**src/rtl/rtc_pkg.sv**
```systemverilog
package rtc_pkg;

  localparam int NUM_ALM = 2;

  localparam logic [7:0] OFF_COUNT   = 8'h00;
  localparam logic [7:0] OFF_ALARM0  = 8'h04;
  localparam logic [7:0] OFF_STATUS  = 8'h08;
  localparam logic [7:0] OFF_DIV     = 8'h0C;
  localparam logic [7:0] OFF_PWRCTL  = 8'h14;
  localparam logic [7:0] OFF_ALARM1  = 8'h18;
  localparam logic [7:0] OFF_CLKSEL  = 8'h1C;
  localparam logic [7:0] OFF_SCRATCH = 8'h40;

  localparam logic [7:0] CLK_SEL_RTC = 8'h03;

  localparam int ST_HZ  = 1;
  localparam int ST_HZE = 3;

  // status positions of alarm flag / enable, indexed by alarm number
  function automatic int almFlagPos(input int idx);
    return (idx == 0) ? 0 : 4;
  endfunction

  function automatic int almEnPos(input int idx);
    return (idx == 0) ? 2 : 6;
  endfunction

  typedef enum logic [3:0] {
    SEL_NONE,
    SEL_COUNT,
    SEL_ALARM0,
    SEL_STATUS,
    SEL_DIV,
    SEL_PWRCTL,
    SEL_ALARM1,
    SEL_CLKSEL,
    SEL_SCRATCH
  } regSel_t;

  typedef struct packed {
    logic               rtcEdge;
    logic               tick;
    logic               wrCount;
    logic [NUM_ALM-1:0] wrAlarm;
    logic               wrStatus;
    logic               wrDiv;
    logic               wrPwrCtl;
    logic               wrClkSel;
    logic               wrScratch;
  } rtcStrobes_t;

endpackage

```
**src/rtl/rtc_ctrl.sv**
```systemverilog
module rtc_ctrl
  import rtc_pkg::*;
#(
  parameter int DIV_W  = 16,
  parameter int ADDR_W = 8
) (
  input  logic              clk,
  input  logic              rstN,
  input  logic              rtcClk,
  input  logic [ADDR_W-1:0] busAddr,
  input  logic              busWe,
  input  logic [DIV_W-1:0]  divValue,
  input  logic              clkRun,
  output rtcStrobes_t       strb,
  output regSel_t           regSel
);

  localparam int SYNC_STAGES = 3;

  logic [SYNC_STAGES-1:0] syncChain;
  logic                   rtcEdge;
  logic [DIV_W-1:0]       divCnt;
  logic                   divPhase;
  logic                   divWrap;

  // reference clock synchronizer and rising-edge detect
  always_ff @(posedge clk or negedge rstN) begin
    if (!rstN) syncChain <= '0;
    else       syncChain <= {syncChain[SYNC_STAGES-2:0], rtcClk};
  end

  assign rtcEdge = syncChain[SYNC_STAGES-2] & ~syncChain[SYNC_STAGES-1];

  // toggle-style prescaler: phase flips every divValue+1 edges
  assign divWrap = (divCnt >= divValue);

  always_ff @(posedge clk or negedge rstN) begin
    if (!rstN) begin
      divCnt   <= '0;
      divPhase <= 1'b0;
    end else if (strb.wrDiv) begin
      divCnt   <= '0;
      divPhase <= 1'b0;
    end else if (rtcEdge && clkRun) begin
      if (divWrap) begin
        divCnt   <= '0;
        divPhase <= ~divPhase;
      end else begin
        divCnt <= divCnt + DIV_W'(1);
      end
    end
  end

  // address decode
  always_comb begin
    regSel = SEL_NONE;
    case (busAddr)
      ADDR_W'(OFF_COUNT):   regSel = SEL_COUNT;
      ADDR_W'(OFF_ALARM0):  regSel = SEL_ALARM0;
      ADDR_W'(OFF_STATUS):  regSel = SEL_STATUS;
      ADDR_W'(OFF_DIV):     regSel = SEL_DIV;
      ADDR_W'(OFF_PWRCTL):  regSel = SEL_PWRCTL;
      ADDR_W'(OFF_ALARM1):  regSel = SEL_ALARM1;
      ADDR_W'(OFF_CLKSEL):  regSel = SEL_CLKSEL;
      ADDR_W'(OFF_SCRATCH): regSel = SEL_SCRATCH;
      default:              regSel = SEL_NONE;
    endcase
  end

  always_comb begin
    strb            = '0;
    strb.rtcEdge    = rtcEdge;
    strb.tick       = rtcEdge && clkRun && divWrap && divPhase;
    strb.wrCount    = busWe && (regSel == SEL_COUNT);
    strb.wrAlarm[0] = busWe && (regSel == SEL_ALARM0);
    strb.wrAlarm[1] = busWe && (regSel == SEL_ALARM1);
    strb.wrStatus   = busWe && (regSel == SEL_STATUS);
    strb.wrDiv      = busWe && (regSel == SEL_DIV);
    strb.wrPwrCtl   = busWe && (regSel == SEL_PWRCTL);
    strb.wrClkSel   = busWe && (regSel == SEL_CLKSEL);
    strb.wrScratch  = busWe && (regSel == SEL_SCRATCH);
  end

  AST_EDGE_SINGLE: assert property (@(posedge clk) disable iff (!rstN)
    rtcEdge |=> !rtcEdge);

  AST_DIVCNT_BOUND: assert property (@(posedge clk) disable iff (!rstN)
    divCnt <= divValue);

endmodule

```
**src/rtl/rtc_datapath.sv**
```systemverilog
module rtc_datapath
  import rtc_pkg::*;
#(
  parameter int CNT_W  = 32,
  parameter int DIV_W  = 16,
  parameter int DATA_W = 32
) (
  input  logic              clk,
  input  logic              rstN,
  input  rtcStrobes_t       strb,
  input  regSel_t           regSel,
  input  logic [DATA_W-1:0] busWdata,
  output logic [DATA_W-1:0] busRdata,
  output logic [DIV_W-1:0]  divValue,
  output logic              clkRun,
  output logic              irq,
  output logic              wake
);

  localparam int SEL_W = 8;

  logic [CNT_W-1:0]   cnt;
  logic [CNT_W-1:0]   cntNext;
  logic               cntUpd;
  logic               loadPend;
  logic [CNT_W-1:0]   loadVal;
  logic               loadNow;
  logic [CNT_W-1:0]   alarmReg [NUM_ALM];
  logic [NUM_ALM-1:0] almFlag;
  logic [NUM_ALM-1:0] almEn;
  logic               hzFlag;
  logic               hzEn;
  logic [DIV_W-1:0]   divReg;
  logic [SEL_W-1:0]   clkSelReg;
  logic [DATA_W-1:0]  pwrCtlReg;
  logic [DATA_W-1:0]  scratchReg;
  logic [DATA_W-1:0]  statusWord;

  assign loadNow = strb.rtcEdge && loadPend;
  assign cntUpd  = loadNow || strb.tick;
  assign cntNext = loadNow ? loadVal : cnt + CNT_W'(1);

  // time counter with deferred load
  always_ff @(posedge clk or negedge rstN) begin
    if (!rstN) begin
      cnt      <= '0;
      loadPend <= 1'b0;
      loadVal  <= '0;
    end else begin
      if (cntUpd)   cnt <= cntNext;
      if (loadNow)  loadPend <= 1'b0;
      if (strb.wrCount) begin
        loadPend <= 1'b1;
        loadVal  <= busWdata[CNT_W-1:0];
      end
    end
  end

  // periodic flag and enable
  always_ff @(posedge clk or negedge rstN) begin
    if (!rstN) begin
      hzFlag <= 1'b0;
      hzEn   <= 1'b0;
    end else begin
      if (strb.tick)
        hzFlag <= 1'b1;
      else if (strb.wrStatus && busWdata[ST_HZ])
        hzFlag <= 1'b0;
      if (strb.wrStatus) hzEn <= busWdata[ST_HZE];
    end
  end

  // alarm compare units
  for (genvar g = 0; g < NUM_ALM; g++) begin : g_alm
    localparam int FLAG_POS = almFlagPos(g);
    localparam int EN_POS   = almEnPos(g);
    logic hit;

    assign hit = cntUpd && (cntNext == alarmReg[g]);

    always_ff @(posedge clk or negedge rstN) begin
      if (!rstN) begin
        alarmReg[g] <= '0;
        almFlag[g]  <= 1'b0;
        almEn[g]    <= 1'b0;
      end else begin
        if (strb.wrAlarm[g]) alarmReg[g] <= busWdata[CNT_W-1:0];
        if (hit)
          almFlag[g] <= 1'b1;
        else if (strb.wrStatus && busWdata[FLAG_POS])
          almFlag[g] <= 1'b0;
        if (strb.wrStatus) almEn[g] <= busWdata[EN_POS];
      end
    end
  end

  // plain configuration and retained words
  always_ff @(posedge clk or negedge rstN) begin
    if (!rstN) begin
      divReg     <= '0;
      clkSelReg  <= '0;
      pwrCtlReg  <= '0;
      scratchReg <= '0;
    end else begin
      if (strb.wrDiv)     divReg     <= busWdata[DIV_W-1:0];
      if (strb.wrClkSel)  clkSelReg  <= busWdata[SEL_W-1:0];
      if (strb.wrPwrCtl)  pwrCtlReg  <= busWdata;
      if (strb.wrScratch) scratchReg <= busWdata;
    end
  end

  assign divValue = divReg;
  assign clkRun   = (clkSelReg == CLK_SEL_RTC);

  always_comb begin
    statusWord         = '0;
    statusWord[ST_HZ]  = hzFlag;
    statusWord[ST_HZE] = hzEn;
    for (int i = 0; i < NUM_ALM; i++) begin
      statusWord[almFlagPos(i)] = almFlag[i];
      statusWord[almEnPos(i)]   = almEn[i];
    end
  end

  always_comb begin
    case (regSel)
      SEL_COUNT:   busRdata = DATA_W'(cnt);
      SEL_ALARM0:  busRdata = DATA_W'(alarmReg[0]);
      SEL_ALARM1:  busRdata = DATA_W'(alarmReg[1]);
      SEL_STATUS:  busRdata = statusWord;
      SEL_DIV:     busRdata = DATA_W'(divReg);
      SEL_PWRCTL:  busRdata = pwrCtlReg;
      SEL_CLKSEL:  busRdata = DATA_W'(clkSelReg);
      SEL_SCRATCH: busRdata = scratchReg;
      default:     busRdata = '0;
    endcase
  end

  assign wake = |(almFlag & almEn);
  assign irq  = (hzFlag & hzEn) | wake;

  AST_HALT_NO_TICK: assert property (@(posedge clk) disable iff (!rstN)
    !clkRun |-> !strb.tick);

  AST_COUNT_STEP: assert property (@(posedge clk) disable iff (!rstN)
    (strb.tick && !(strb.rtcEdge && loadPend)) |=> cnt == $past(cnt) + CNT_W'(1));

  AST_LOAD_APPLY: assert property (@(posedge clk) disable iff (!rstN)
    (strb.rtcEdge && loadPend) |=> cnt == $past(loadVal));

  AST_COUNT_HOLD: assert property (@(posedge clk) disable iff (!rstN)
    !strb.rtcEdge |=> $stable(cnt));

  AST_HZ_SET: assert property (@(posedge clk) disable iff (!rstN)
    strb.tick |=> hzFlag);

endmodule

```
**src/rtl/rtc_alarm_timer.sv**
```systemverilog
module rtc_alarm_timer
  import rtc_pkg::*;
#(
  parameter int CNT_W  = 32,
  parameter int DIV_W  = 16,
  parameter int ADDR_W = 8,
  parameter int DATA_W = 32
) (
  input  logic              clk,
  input  logic              rstN,
  input  logic              rtcClk,
  input  logic [ADDR_W-1:0] busAddr,
  input  logic [DATA_W-1:0] busWdata,
  input  logic              busWe,
  output logic [DATA_W-1:0] busRdata,
  output logic              irq,
  output logic              wake
);

  rtcStrobes_t      strb;
  regSel_t          regSel;
  logic [DIV_W-1:0] divValue;
  logic             clkRun;

  rtc_ctrl #(
    .DIV_W (DIV_W),
    .ADDR_W(ADDR_W)
  ) u_ctrl (
    .clk     (clk),
    .rstN    (rstN),
    .rtcClk  (rtcClk),
    .busAddr (busAddr),
    .busWe   (busWe),
    .divValue(divValue),
    .clkRun  (clkRun),
    .strb    (strb),
    .regSel  (regSel)
  );

  rtc_datapath #(
    .CNT_W (CNT_W),
    .DIV_W (DIV_W),
    .DATA_W(DATA_W)
  ) u_dp (
    .clk     (clk),
    .rstN    (rstN),
    .strb    (strb),
    .regSel  (regSel),
    .busWdata(busWdata),
    .busRdata(busRdata),
    .divValue(divValue),
    .clkRun  (clkRun),
    .irq     (irq),
    .wake    (wake)
  );

  AST_WAKE_IMPLIES_IRQ: assert property (@(posedge clk) disable iff (!rstN)
    wake |-> irq);

endmodule

```
**config.mk**
```make
export PLATFORM = sky130hd
export DESIGN_NAME = rtc_alarm_timer
export DESIGN_NICKNAME = d
export VERILOG_FILES = /design/src/rtl/rtc_pkg.sv /design/src/rtl/rtc_ctrl.sv /design/src/rtl/rtc_datapath.sv /design/src/rtl/rtc_alarm_timer.sv
export SDC_FILE = /design/constraint.sdc
export NUM_CORES = 1
export LEC_CHECK = 0
export BUFFER_PORTS_ARGS = -buffer_cell sky130_fd_sc_hd__buf_2
export CORE_MARGIN = 1
export CORE_UTILIZATION = 50
export DETAILED_ROUTE_END_ITERATION = 12
export PLACE_DENSITY = 0.67
export SYNTH_ARGS = -nofsm -noshare
export SYNTH_HDL_FRONTEND = slang
export SYNTH_SLANG_ARGS = --single-unit
```
**constraint.sdc**
```tcl
create_clock -name clk -period 3.9 [get_ports clk]
set_input_delay 1.17 -clock clk [delete_from_list [all_inputs] [get_ports clk]]
set_output_delay 1.17 -clock clk [all_outputs]
set_load 0.01 [all_outputs]
```
==> summary.md <==
| Metric | Value |
|---|---|
| Status | `completed` |
| Unrepaired setup endpoints after global routing | `yes` |
| Die area | `0.0290 mm2` |
| R2R setup slack | `~0.33 ns` |
| EDFF count, synth | `0` |
| Count of final setup violators | `0` |
| WS Path Type | `input pin to primary output` |
| Register clock-pin slew on the reported worst setup and hold paths | `0.06 ns` |
| Reported max-cap violation count | `0` |
| Wirelength, routed | `48500 um` |
| I/O pins | `78` |
| Data required time at the worst endpoint | `roughly 2.7 ns` |
| Initial core utilization | `around half` |
| Setup slack at placement | `0.0104 ns` |
| Post-synth ARST share | `100%` |
| Worst hold path endpoint | `u_ctrl.syncChain[1]` |
| CTS Buf Count | `26` |
| Reg2reg start | `u_dp.cnt[9]` |
| CTS HTree Levels | `1` |
| Drt via density | `6.47` |
| Post-route DRC violation count | `0` |
| Worst relative slew slack | `between 20% and 30%` |
| Synth warn | `0` |
| Number of synthesized register bits | `~240` |
| Initial DRC Count | `1434` |
| Fin crit share | `between 90 and 100%` |
| HPWL after DPL | `34700 um` |
| Post-synth top area share | `42.9%` |
| Int Pwr | `4.37 mW` |
| Post-synthesis cell count | `between 1000 and 1500` |
| Clock skew | `0.0140 ns` |
| Clock group share of total power | `39.8%` |
| DR pass1 iterations | `5` |
| Worst setup SP type | `input pin` |
| Max FO, Critical Path | `17` |
| Gr usage total | `33.3%` |
| Hold Crit Start | `u_ctrl.syncChain[0]` |
| Root Buffer | `clkbuf_16` |
| Initial antenna violation count | `0` |
| Worst path arrival time | `2.69 ns` |
| Pwr/cell area | `375 mW/mm2` |
| Hold Fails Final Rpt | `0` |
| Synth cell types | `77` |
| Crit Reg-Reg Endpoint | `u_dp.almFlag[1]` |
| Least-Margin Pin Slew | `roughly 1.2 ns` |
| CP Capture Type | `primary output` |
| Global-route wire length before repair | `between 70000 and 80000 um` |
| WL/cell | `approximately 26 um` |
| Area leader, netlist | `dfrtp_1` |
| Most frequent cells in the layout | `dfrtp_1, mux2_2, nand2_1` |
| Share of cells above drive strength 1 | `25.6%` |
| Min-delay worst type | `flip-flop to flip-flop` |
| Via count | `about 12000` |
| Gate power share | `13.1%` |
| Die width | `roughly 170 um` |
| Core area | `~0.028 mm2` |
| Synthesis-to-layout area growth | `14.3%` |
| IO Port Bufs | `77` |
| Setup slack after layout | `0.0368 ns` |
| Final count of pins violating max slew | `0` |
| Most common cell after layout, fill and taps aside | `dfrtp_1` |
| Part of the power in registers | `47.1%` |
| Minimum clock period | `3.86 ns` |
| TritonCTS clock tree | `done` |
| Clock Path Buffers | `3` |
| Largest net degree at the start of global routing | `84` |
| Syn Std Cell Area | `roughly 0.014 mm2` |
| GP Congestion | `1.03` |
| Power Total | `6.08 mW` |
| Highest Clock Rate | `~260 MHz` |
| Vias in the first global route | `around 12000` |
| Post-synthesis sequential area ratio | `42.9%` |
| R2R depth | `8` |
| Leakage | `about 7.4 nW` |
| Net Switching | `1.71 mW` |
| Layout Nets | `1545` |
| Min-Delay Path Depth | `0` |
| Worst IR Drop VDD | `0.371 mV` |
| Main area contributors after synthesis | `dfrtp_1, mux2_2, a22oi_1` |
| Main synth FF type | `dfrtp_1` |
| Clock Sinks | `roughly 240` |
| Antenna-violating nets left | `0` |
| Die Ht | `~170 um` |
| Switch share | `28.1%` |
| FP Rows | `61` |
| Post-synthesis net count | `1476` |
| Mean Syn Cell Area | `roughly 10 um2` |
| Clock Latency Late Sink | `roughly 0.56 ns` |
| Final global-route overflow total | `0` |
critical path: stages:
cell	delay (ns)
buf_2	0.13
or4_4	0.55
nor3_4	0.15
buf_4	0.14
clkbuf_16	0.18
a22oi_1	0.08
nand4_1	0.13
buf_2	0.15
stage by stage:
step,hold slack (ns),setup TNS (ns),utilization (%),std cells,area (um2)
detailed placement,0.350,0,54.6,1826,15200
global placement,0.332,0,54.6,1826,15200
finish,0.363,0,58.1,1878,16200
CTS,0.368,0,57.7,1871,16100
floorplan,0.331,0,-,1413,14200
global route,0.372,-0.0480,58.1,1877,16200
routing by layer:
metal / track usage (%) / routed length, um
met2: 49.5 / 21100
met4: 9.32 / 1520
met3: 6.88 / 4370
met5: 0 / 0
met1: 48.7 / 21500
how the worst max path moves through the flow:
stage	endpoint	depth (start not counted)	start
4_1_cts	busRdata[9]	7	busAddr[2]
2_1_floorplan	busRdata[16]	5	busAddr[2]
5_1_grt	busRdata[13]	8	busAddr[2]
6_report	busRdata[0]	8	busAddr[5]
3_5_place_dp	busRdata[31]	8	busAddr[5]
3_3_place_gp	busRdata[17]	7	busAddr[2]
area by class of cell:
cell class              count  area (um2)
diodes                      1        2.50
clock buffers              38         776
clock inverters             7        71.3
fillers                  2425       11700
inverters                  56         210
multi-input cells        1014        7520
flip-flops and latches    243        6080
well taps                 378         473
repair buffers            141        1070
synth_stat cells, types with 3 or more instances:
cell type	number
nand2b_1	14
nand4b_1	4
and3_1	15
nand2_1	124
a211oi_1	11
a311oi_1	7
nor4_1	18
and2_1	3
o2111ai_1	5
or4_1	7
and4_1	7
inv_1	56
o311ai_0	3
o31ai_1	7
nand3_1	38
xnor3_1	5
nor2_1	65
nor3b_1	3
or2_2	5
nor2b_1	7
o211ai_1	4
ha_1	19
xnor2_1	62
xor2_1	48
mux2_2	171
clkbuf_1	79
o41ai_1	3
a31oi_1	8
buf_2	16
dfrtp_1	243
o22ai_1	3
or3_1	5
nand4_1	31
a21oi_1	45
o32ai_1	4
o21ai_0	90
nor3_1	29
a22oi_1	73
nand3b_1	4
a22o_1	3
a222oi_1	20
registers in the layout, summed over array words and instances (netlist names):
register / count
u_dp.alarmReg: 64
u_dp.cnt: 32
u_dp.loadVal: 32
u_dp.pwrCtlReg: 32
u_dp.scratchReg: 32
u_ctrl.divCnt: 16
u_dp.divValue: 16
u_dp.clkSelReg: 8
u_ctrl.syncChain: 3
u_dp.almEn: 2
u_dp.almFlag: 2
u_ctrl.divPhase: 1
u_dp.hzEn: 1
u_dp.hzFlag: 1
u_dp.loadPend: 1
timing repair:
item | 4_1_cts | 5_1_grt
gates cloned | 0 | 3
buffers inserted | 0 | 3
pin swaps | 0 | 2
setup endpoints to repair | 1 | 32
hold buffers | 0 | 0
gates resized for setup | 1 | 6
kinds of logic after synthesis:
kind of cell	synth area share [%]
multiplexers	13.7
XOR/XNOR	7.71
buffers and inverters	4.38
adder cells (fa/ha/maj)	1.68
flip-flops	42.9
AO/OA/AOI/OAI	15.1
AND/OR/NAND/NOR	14.5
power groups by stage:
stage	clock network [mW]	registers (mW)	logic, mW
global route	2.55	2.87	0.859
floorplan	0	2.78	0.522
global placement	0	2.90	0.764
CTS	2.45	2.85	0.778
finish	2.42	2.86	0.796
detailed placement	0	2.90	0.774
Power figures use the tool's default switching activity.
